**config.mk**
```make
export PLATFORM = sky130hd
export DESIGN_NAME = prio_irq_ctrl
export DESIGN_NICKNAME = d
export VERILOG_FILES = /design/src/rtl/irq_pkg.sv /design/src/rtl/irq_gate.sv /design/src/rtl/irq_arb.sv /design/src/rtl/irq_ctrl.sv /design/src/rtl/prio_irq_ctrl.sv
export SDC_FILE = /design/constraint.sdc
export NUM_CORES = 1
export LEC_CHECK = 0
export ABC_AREA = 0
export BUFFER_PORTS_ARGS = -buffer_cell sky130_fd_sc_hd__buf_2
export CAP_MARGIN = 20
export CORE_MARGIN = 1
export CORE_UTILIZATION = 40
export CTS_BUF_LIST = sky130_fd_sc_hd__clkbuf_8
export DETAILED_ROUTE_END_ITERATION = 8
export PLACE_DENSITY = 0.78
export SLEW_MARGIN = 5
export SYNTH_ARGS = -nofsm -noshare
export SYNTH_HDL_FRONTEND = slang
export SYNTH_SLANG_ARGS = --single-unit
```
**constraint.sdc**
```tcl
create_clock -name clk -period 1.3 [get_ports clk]
set_input_delay 0.26 -clock clk [delete_from_list [all_inputs] [get_ports clk]]
set_output_delay 0.26 -clock clk [all_outputs]
set_load 0.01 [all_outputs]
```
**src/rtl/irq_pkg.sv**
```systemverilog
package irq_pkg;

  localparam logic [1:0] THREE_LVL_MODE = 2'b10;

  typedef enum logic [1:0] {
    ST_IDLE   = 2'd0,
    ST_HOLD   = 2'd1,
    ST_SETTLE = 2'd2
  } ctrlState_t;

  typedef struct packed {
    logic loadWin;
    logic clrWin;
  } winStrobe_t;

endpackage

```
**src/rtl/irq_gate.sv**
```systemverilog
module irq_gate #(
  parameter int NUM_SRC = 16
) (
  input  logic [NUM_SRC-1:0] srcReq,
  input  logic [NUM_SRC-1:0] srcEn,
  input  logic [NUM_SRC-1:0] srcLvl,
  input  logic               ccrMask,
  input  logic               ccrUser,
  input  logic [1:0]         modeSel,
  output logic [NUM_SRC-1:0] hiReq,
  output logic [NUM_SRC-1:0] loReq
);
  import irq_pkg::*;

  logic threeLvl;
  logic loBlocked;

  assign threeLvl  = (modeSel == THREE_LVL_MODE);
  assign loBlocked = ccrMask | (threeLvl & ccrUser);

  for (genvar i = 0; i < NUM_SRC; i++) begin : g_src
    logic live;
    assign live     = srcReq[i] & srcEn[i];
    assign hiReq[i] = live &  srcLvl[i] & ~ccrMask;
    assign loReq[i] = live & ~srcLvl[i] & ~loBlocked;
  end

endmodule

```
**src/rtl/irq_arb.sv**
```systemverilog
module irq_arb #(
  parameter int NUM_SRC  = 16,
  parameter int VEC_W    = 8,
  parameter int SRC_BASE = 32,
  parameter int NMI_VEC  = 7,
  parameter int BRK_VEC  = 17
) (
  input  logic                clk,
  input  logic                rstN,
  input  logic                nmiReq,
  input  logic                brkReq,
  input  logic [NUM_SRC-1:0]  hiReq,
  input  logic [NUM_SRC-1:0]  loReq,
  input  irq_pkg::winStrobe_t strobe,
  output logic                anyCand,
  output logic [VEC_W-1:0]    vecOut
);
  localparam int IDX_W = (NUM_SRC > 1) ? $clog2(NUM_SRC) : 1;

  logic [IDX_W-1:0] hiIdx, loIdx;
  logic             hiAny, loAny;
  logic [VEC_W-1:0] winVec;
  logic [VEC_W-1:0] vecReg;

  always_comb begin
    hiIdx = '0;
    for (int i = NUM_SRC - 1; i >= 0; i--) begin
      if (hiReq[i]) hiIdx = IDX_W'(i);
    end
  end

  always_comb begin
    loIdx = '0;
    for (int i = NUM_SRC - 1; i >= 0; i--) begin
      if (loReq[i]) loIdx = IDX_W'(i);
    end
  end

  assign hiAny   = |hiReq;
  assign loAny   = |loReq;
  assign anyCand = nmiReq | brkReq | hiAny | loAny;

  always_comb begin
    if (nmiReq)      winVec = VEC_W'(NMI_VEC);
    else if (brkReq) winVec = VEC_W'(BRK_VEC);
    else if (hiAny)  winVec = VEC_W'(SRC_BASE) + VEC_W'(hiIdx);
    else             winVec = VEC_W'(SRC_BASE) + VEC_W'(loIdx);
  end

  always_ff @(posedge clk or negedge rstN) begin
    if (!rstN)               vecReg <= '0;
    else if (strobe.clrWin)  vecReg <= '0;
    else if (strobe.loadWin) vecReg <= winVec;
  end

  assign vecOut = vecReg;

  a_r5_nmi_first: assert property (@(posedge clk) disable iff (!rstN)
    (strobe.loadWin && nmiReq) |=> (vecOut == VEC_W'(NMI_VEC)));

  a_r5_brk_second: assert property (@(posedge clk) disable iff (!rstN)
    (strobe.loadWin && !nmiReq && brkReq) |=> (vecOut == VEC_W'(BRK_VEC)));

endmodule

```
**src/rtl/irq_ctrl.sv**
```systemverilog
module irq_ctrl (
  input  logic                clk,
  input  logic                rstN,
  input  logic                anyCand,
  input  logic                cpuAck,
  input  logic                threeLvl,
  output irq_pkg::winStrobe_t strobe,
  output logic                irqOut,
  output logic                setMask,
  output logic                setUserMask
);
  import irq_pkg::*;

  ctrlState_t state, stateNxt;
  logic       userAtAck;

  always_comb begin
    stateNxt       = state;
    strobe.loadWin = 1'b0;
    strobe.clrWin  = 1'b0;
    case (state)
      ST_IDLE: if (anyCand) begin
        stateNxt       = ST_HOLD;
        strobe.loadWin = 1'b1;
      end
      ST_HOLD: if (cpuAck) begin
        stateNxt      = ST_SETTLE;
        strobe.clrWin = 1'b1;
      end
      ST_SETTLE: stateNxt = ST_IDLE;
      default:   stateNxt = ST_IDLE;
    endcase
  end

  always_ff @(posedge clk or negedge rstN) begin
    if (!rstN) begin
      state     <= ST_IDLE;
      userAtAck <= 1'b0;
    end else begin
      state <= stateNxt;
      if (strobe.clrWin) userAtAck <= threeLvl;
    end
  end

  assign irqOut      = (state == ST_HOLD);
  assign setMask     = (state == ST_SETTLE);
  assign setUserMask = (state == ST_SETTLE) && userAtAck;

  a_r9_mask_after_ack: assert property (@(posedge clk) disable iff (!rstN)
    (irqOut && cpuAck) |=> (setMask && !irqOut));

  a_r9_single_pulse: assert property (@(posedge clk) disable iff (!rstN)
    setMask |=> !setMask);

  a_r10_settle_quiet: assert property (@(posedge clk) disable iff (!rstN)
    setMask |=> !irqOut);

  a_r11_idle_ack: assert property (@(posedge clk) disable iff (!rstN)
    (!irqOut && !anyCand && cpuAck) |=> (!setMask && !irqOut));

endmodule

```
**src/rtl/prio_irq_ctrl.sv**
```systemverilog
module prio_irq_ctrl #(
  parameter int NUM_SRC  = 16,
  parameter int VEC_W    = 8,
  parameter int SRC_BASE = 32,
  parameter int NMI_VEC  = 7,
  parameter int BRK_VEC  = 17
) (
  input  logic               clk,
  input  logic               rstN,
  input  logic [NUM_SRC-1:0] srcReq,
  input  logic [NUM_SRC-1:0] srcEn,
  input  logic [NUM_SRC-1:0] srcLvl,
  input  logic               nmiReq,
  input  logic               brkReq,
  input  logic               ccrMask,
  input  logic               ccrUser,
  input  logic [1:0]         modeSel,
  input  logic               cpuAck,
  output logic               irqOut,
  output logic [VEC_W-1:0]   vecOut,
  output logic               setMask,
  output logic               setUserMask
);
  import irq_pkg::*;

  logic [NUM_SRC-1:0] hiReq, loReq;
  logic               anyCand;
  winStrobe_t         strobe;

  irq_gate #(.NUM_SRC(NUM_SRC)) u_gate (
    .srcReq (srcReq),
    .srcEn  (srcEn),
    .srcLvl (srcLvl),
    .ccrMask(ccrMask),
    .ccrUser(ccrUser),
    .modeSel(modeSel),
    .hiReq  (hiReq),
    .loReq  (loReq)
  );

  irq_arb #(
    .NUM_SRC (NUM_SRC),
    .VEC_W   (VEC_W),
    .SRC_BASE(SRC_BASE),
    .NMI_VEC (NMI_VEC),
    .BRK_VEC (BRK_VEC)
  ) u_arb (
    .clk    (clk),
    .rstN   (rstN),
    .nmiReq (nmiReq),
    .brkReq (brkReq),
    .hiReq  (hiReq),
    .loReq  (loReq),
    .strobe (strobe),
    .anyCand(anyCand),
    .vecOut (vecOut)
  );

  irq_ctrl u_ctrl (
    .clk        (clk),
    .rstN       (rstN),
    .anyCand    (anyCand),
    .cpuAck     (cpuAck),
    .threeLvl   (modeSel == THREE_LVL_MODE),
    .strobe     (strobe),
    .irqOut     (irqOut),
    .setMask    (setMask),
    .setUserMask(setUserMask)
  );

  a_r8_hold_stable: assert property (@(posedge clk) disable iff (!rstN)
    (irqOut && !cpuAck) |=> (irqOut && $stable(vecOut)));

  a_r6_mask_blocks: assert property (@(posedge clk) disable iff (!rstN)
    (strobe.loadWin && ccrMask) |-> (nmiReq || brkReq));

  a_r10_rise_needs_cand: assert property (@(posedge clk) disable iff (!rstN)
    $rose(irqOut) |-> $past(anyCand));

endmodule

```
======== Word-level counts from Yosys, hierarchy flattened ========
Cells that the tools add are included.
word-level totals
  bits in registers ....................... 11
  bits in latches ......................... 0
  memory bits (writable) .................. 0
  memory bits (read-only) ................. 0
  bits of input ports ..................... 57
  output and inout port bits .............. 11
  logic and storage cells ................. 163
  memories kept ........................... 0
cells by class
  add/sub/neg operators ................... 2
  $mul .................................... 0
  divide/modulo/power cells ............... 0
  magnitude comparators ................... 0
  eq/ne operators ......................... 5
  shift operators ......................... 0
  mux-type cells .......................... 44
  bitwise logic cells ..................... 103
  reduce and logical (&&, ||, !) cells .... 6
operators with widths
  operator                                        number
  2-to-1 mux 4 bit                                32
  AND 1 bit                                       81
  2-to-1 mux 8 bit                                5
  OR reduction 16 bit                             2
  NOT 1 bit                                       18
  adder 6 x 4 -> 7 bit (first input constant)     2
  == test 2 bit (second input constant)           2
  2-to-1 mux 1 bit                                4
  2-to-1 mux 2 bit                                2
  != test 2 bit (second input constant)           2
  bitwise OR 1 bit                                4
  one-hot mux 2 bit (2 select lines)              1
  == test 2 x 1 -> 1 bit (second input constant)  1
  zero test 2 bit                                 1
  AND reduction 2 bit                             1
  nonzero test 2 bit                              1
  logical AND 1 bit                               1

======== Longest topological paths before layout ========
  depth in word-level cells ............... 27
  depth in mapped cells ................... 10
  depth with buffers taken out ............ 7

======== Cells and area by module ========
From an unflattened synthesis, not the netlist that was laid out.
second synthesis, totals
  cell total of the unflattened synthesis .. 156
  area total of the unflattened synthesis .. 1,298.7 um2
by module, submodules not included
  module         instances  cells each  area an instance (um2)  sequential area each (um2)
  irq_arb        1          89          643.1                   150.1
  irq_gate       1          54          486.7                   0.0
  irq_ctrl       1          12          155.1                   75.1
  prio_irq_ctrl  1          1           13.8                    0.0

======== Worst setup path after synthesis ========
OpenSTA, ideal clock, no wires.
  kind .................................... in2reg
  start point ............................. input ccrMask
  end point ............................... register u_arb.vecReg[3], in the netlist u_arb.vecOut[3]
  setup time .............................. 0.077 ns
  arrival ................................. 1.934 ns
  data required time ...................... 1.223 ns
  setup slack ............................. -0.711 ns
  stages on the path ...................... 8
  buffers on the path ..................... 1
  cells stage by stage .................... nand4b_1 > nand4_1 > or3_1 > or4_4 > o21ai_2 > buf_4 > nand2_1 > a21oi_1
on the way
  cells in the longest elaborated chain, start to end .. 25
  elaborated cells between the ends (all ways) .. 81
  those cells by class .................... add/sub: 2; mux: 39; bitwise: 37; reduce/logical: 3
ends and longest elaborated chain
  what                             line                 text
  start, declared                  prio_irq_ctrl.sv:15  input logic ccrMask,
  bitwise OR 1 bit                 irq_gate.sv:19       assign loBlocked = ccrMask | (threeLvl & ccrUser);
  NOT 1 bit                        irq_gate.sv:25       assign loReq[i] = live & ~srcLvl[i] & ~loBlocked;
  AND 1 bit                        irq_gate.sv:25
  2-to-1 mux 4 bit (16 in series)  irq_arb.sv:35        if (loReq[i]) loIdx = IDX_W'(i);
  adder 6 x 4 -> 7 bit             irq_arb.sv:47        else winVec = VEC_W'(SRC_BASE) + VEC_W'(loIdx);
  2-to-1 mux 8 bit                 irq_arb.sv:46        else if (hiAny) winVec = VEC_W'(SRC_BASE) + VEC_W'(hiIdx);
  2-to-1 mux 8 bit                 irq_arb.sv:45        else if (brkReq) winVec = VEC_W'(BRK_VEC);
  2-to-1 mux 8 bit                 irq_arb.sv:44        if (nmiReq) winVec = VEC_W'(NMI_VEC);
  2-to-1 mux 8 bit                 irq_arb.sv:53        else if (strobe.loadWin) vecReg <= winVec;
  2-to-1 mux 8 bit                 irq_arb.sv:52        else if (strobe.clrWin) vecReg <= '0;
  end signal, assigned             irq_arb.sv:53
  end, declared                    irq_arb.sv:23        logic [VEC_W-1:0] vecReg;
Several ways; a longest one is shown, not always the timed one. The select of a mux whose other input is x is not followed.
A chain may end at the register's enable or synchronous reset.

======== Worst setup path after layout ========
  start point ............................. input srcEn[6]
  end point ............................... register u_arb.vecReg[2], in the netlist u_arb.vecOut[2]
on the way
  cells in the longest elaborated chain, start to end .. 16
  elaborated cells between the ends (all ways) .. 33
  those cells by class .................... add/sub: 2; mux: 21; bitwise: 7; reduce/logical: 3
ends and longest elaborated chain
  what                                               line                            text
  start, declared                                    prio_irq_ctrl.sv:11             input logic [NUM_SRC-1:0] srcEn,
  AND 1 bit (*)                                      irq_gate.sv:23                  assign live = srcReq[i] & srcEn[i];
  AND 1 bit (on tied branches) (2 in series)         irq_gate.sv:25, irq_gate.sv:24
  2-to-1 mux 4 bit (on tied branches) (7 in series)  irq_arb.sv:35, irq_arb.sv:28
  adder 6 x 4 -> 7 bit (on tied branches)            irq_arb.sv:47, irq_arb.sv:46
  2-to-1 mux 8 bit                                   irq_arb.sv:46
  2-to-1 mux 8 bit                                   irq_arb.sv:45
  2-to-1 mux 8 bit                                   irq_arb.sv:44
  2-to-1 mux 8 bit                                   irq_arb.sv:53
  2-to-1 mux 8 bit                                   irq_arb.sv:52
Every way passes the cells marked *; elsewhere a longest branch is shown, timed or not. The select of a mux whose other input is x is not followed.

==> metrics.csv <==
stage;metric;value;unit
placed_design;DP HPWL;3.27;mm
floorplan;Top-Level Pins;68;
finish;Non-Filler Cell Area, Final;0.00243;mm2
timing;final setup margin;-0.833;ns
logic_synthesis;Unique masters post-synth;41;
clock_tree;TritonCTS Buffers;3;
finish;area grow syn2layout;116;%
global_route;largest net degree at the start of global routing;10;
drt;drt drc;0;
logic_synthesis;Post-synth EDFFs;0;
global_route;Overall Global Routing Usage;51.6;%
clock_tree;CTS Sinks;9;
critical_path;cell family with most CP delay;simple AND/OR/NAND/NOR gates;
clock_tree;maximum clock insertion buffer count;2;
timing;RSZ-0062 raised after global routing;yes;
global_route;total congestion overflow;0;
timing;period utilization;164;%
critical_path;worst endpoint required time;1.40;ns
clock_tree;H-Tree Depth;1;
placed_design;DP Worst Slack;-1.04;ns
timing;Max Slew Vio Count;0;
floorplan;chip height;55.1;um
finish;register area;225;um2
drt;routed via count;2299;
power;Lkg Pwr;1.28;nW
finish;n_diodes;0;
critical_path;CP endpoint kind;flop;
timing;endpoints failing hold;0;
critical_path;buffers and inverters on the worst path;2;
global_route;initial antenna violation count;0;
critical_path;CP max-delay cell;or4_4;
logic_synthesis;asr flop ratio synth;100;%
clock_tree;CTS tree;built;
finish;Layout Nets;350;
finish;fin util;94.7;%
power;pwr/cell area;1010;mW/mm2
logic_synthesis;Post-synth top flop;dfrtp_1;
floorplan;Core Region;0.00257;mm2
status;status;finished with violations;
power;Max VDD drop;1200;uV
placed_design;IO Port Bufs;65;
floorplan;die width;55.1;um
global_route;number of global-route vias before repair;2188;
finish;fraction of layout cells with a size suffix above 1;61.0;%
drt;routed length per placed instance;26.0;um
job;Max Cap Violations;0;
floorplan;Starting Density;44.0;%
placed_design;Area after DPL;0.00190;mm2
global_route;first-pass GRT wire length;10.8;mm
drt;DRT iter0 DRCs;176;
critical_path;Worst setup SP type;input pin;
finish;area of the multi-input gates;962;um2
logic_synthesis;Mapped Cells;145;
min_path;Worst Hold Class;input pin to flop;
timing;Setup violations, final;11;
logic_synthesis;Netlist Area Pre-Place;0.00113;mm2
logic_synthesis;Synth warnings;0;
finish;post-route insts no fill;322;
placed_design;Placer Congestion;0.852;
drt;WL final;8.36;mm
critical_path;Critical Path Fanout Max;4;
critical_path;CP max stage delay;0.57;ns
critical_path;WS Path Type;input pin to flop;
timing;Peak Freq;0.469;GHz
clock_tree;clk root buf;clkbuf_8;
timing;worst clock skew;0.00576;ns
timing;Hold WS;0.240;ns
clock_tree;Worst-path clk slew;0.05;ns
critical_path;crit path cell chain;buf_2, nand4b_1, nand4_1, or3_4, or4_4, buf_4, o221ai_1, a22oi_1;
floorplan;total die area;0.00304;mm2
clock_tree;Worst-Skew Late Latency;0.24;ns
logic_synthesis;sequential element share of the synthesized area;20.0;%
logic_synthesis;Post-Syn Area per Cell;7.78;um2
power;Final Total Pwr;2.46;mW
placed_design;placed cell count;291;
finish;filler cell count;73;
timing;Setup TNS;-5.66;ns
status;violated checks;negative setup slack;
critical_path;crit path DAT;2.23;ns
logic_synthesis;Synth Register Bits;9;
floorplan;FP Rows;18;
drt;post-route ant nets;0;
drt;first drt pass iteration count;5;
drt;Vias/cell;7.14;
timing;min Tclk post-route;2.13;ns
==> per-layer routing <==
metal | track usage, % | vias up | share of wire [%]
li1 | - | 863 | -
met1 | 52.1 | 1026 | 33
met2 | 82.7 | 284 | 43
met3 | 21.9 | 124 | 13
met4 | 41.7 | 2 | 11
met5 | 0 | - | 0.41
==> worst reg2reg max path: stages (launching register included) <==
cell,delay (ns)
dfrtp_1,0.40
nor2_1,0.23
o21ai_4,0.11
buf_12,0.14
or4_1,0.51
a21oi_2,0.16
==> timing repair <==
item                                    CTS  global route
pin swaps                                 9             3
hold buffers                              1             0
cloned                                    2             0
resized for setup                        35            19
endpoints found under the setup margin    9            11
setup buffers                            21             6
hold endpoints to repair                  9             0
==> worst paths after layout <==
check	slack [ns]	cells after the start	startpoint	endpoint
max	-0.83	8	srcEn[6]	u_arb.vecOut[2]
min in group asynchronous	0.42	2	rstN	u_ctrl.state[0]
min	0.24	2	cpuAck	u_ctrl.state[0]
max reg2reg	-0.32	5	u_ctrl.state[1]	u_arb.vecOut[3]
min reg2reg	0.51	2	u_ctrl.userAtAck	u_ctrl.userAtAck
max in group asynchronous	0.69	2	rstN	u_ctrl.userAtAck
==> kinds of logic (layout without fill, tap and decap cells) <==
| kind of cell | Yosys count | count (layout) | synth area share (%) |
|---|---|---|---|
| AND/OR/NAND/NOR | 83 | 83 | 49.0 |
| flip-flops | 9 | 9 | 20.0 |
| AO/OA/AOI/OAI | 41 | 41 | 25.8 |
| other | 1 | 2 | 0.332 |
| buffers and inverters | 11 | 157 | 4.88 |
==> sequential cells by signal, indices dropped and copies added, names as in the netlist <==
signal,flops
u_arb.vecOut,6
u_ctrl.state,2
u_ctrl.userAtAck,1
==> cell type report <==
cell class                 count  area share [%]
clock buffer                   3            1.70
inverter                       6            1.08
tap                           30            1.54
multi-input combinational    126            39.6
sequential                     9            9.26
clock inverter                 1           0.206
timing repair buffer         147            46.7
==> synthesized netlist by cell type, types with 2 or more instances <==
master    number  area (um2)
nand3b_1      11        82.6
o21ai_0        5        25.0
o211a_1        3        30.0
nand4_1        6        37.5
nor3_1         2        10.0
nand3_1        5        25.0
nand2b_1       3        18.8
a311oi_1       2        17.5
buf_2          2        10.0
inv_1          6        22.5
nand4b_1      13         114
nor2_1         3        11.3
a21oi_1        8        40.0
dfrtp_1        9         225
o211ai_1       6        45.0
a211oi_1       5        37.5
a21boi_0       2        15.0
or2_2          3        18.8
and3b_1       11        96.3
buf_4          3        22.5
nor2b_1        3        18.8
nand2_1       14        52.6
nor4_1         2        12.5
==> report_power, final <==
part | switching (mW) | internal (mW) | leakage, nW
Clock | 0.127 | 0.210 | 0.0255
Sequential | 0.0958 | 0.403 | 0.114
Combinational | 0.767 | 0.852 | 1.14
Total | 0.990 | 1.47 | 1.28
==> cell usage in the layout, fill, tap and decap left out, types with 2 or more instances in the layout <==
| master | synthesis | routed |
|---|---|---|
| buf_4 | 3 | 75 |
| inv_1 | 6 | 4 |
| nor2b_4 | 0 | 2 |
| a21oi_2 | 0 | 3 |
| nand4b_1 | 13 | 13 |
| dfrtp_1 | 9 | 9 |
| nand2_2 | 0 | 2 |
| nand2b_1 | 3 | 3 |
| a21boi_0 | 2 | 2 |
| o21ai_1 | 1 | 2 |
| nor3_1 | 2 | 2 |
| clkbuf_8 | 0 | 3 |
| a21oi_1 | 8 | 5 |
| and3b_1 | 11 | 10 |
| buf_2 | 2 | 44 |
| nand3b_1 | 11 | 11 |
| conb_1 | 1 | 2 |
| o211ai_1 | 6 | 6 |
| a311oi_1 | 2 | 2 |
| or2_2 | 3 | 3 |
| buf_6 | 0 | 23 |
| buf_12 | 0 | 2 |
| nor2_1 | 3 | 2 |
| nand3_1 | 5 | 4 |
| nand4_1 | 6 | 6 |
| o211a_1 | 3 | 3 |
| a211oi_1 | 5 | 4 |
| o21ai_0 | 5 | 3 |
| nand2_1 | 14 | 11 |
Note: power is estimated with default switching activity, not from simulation.
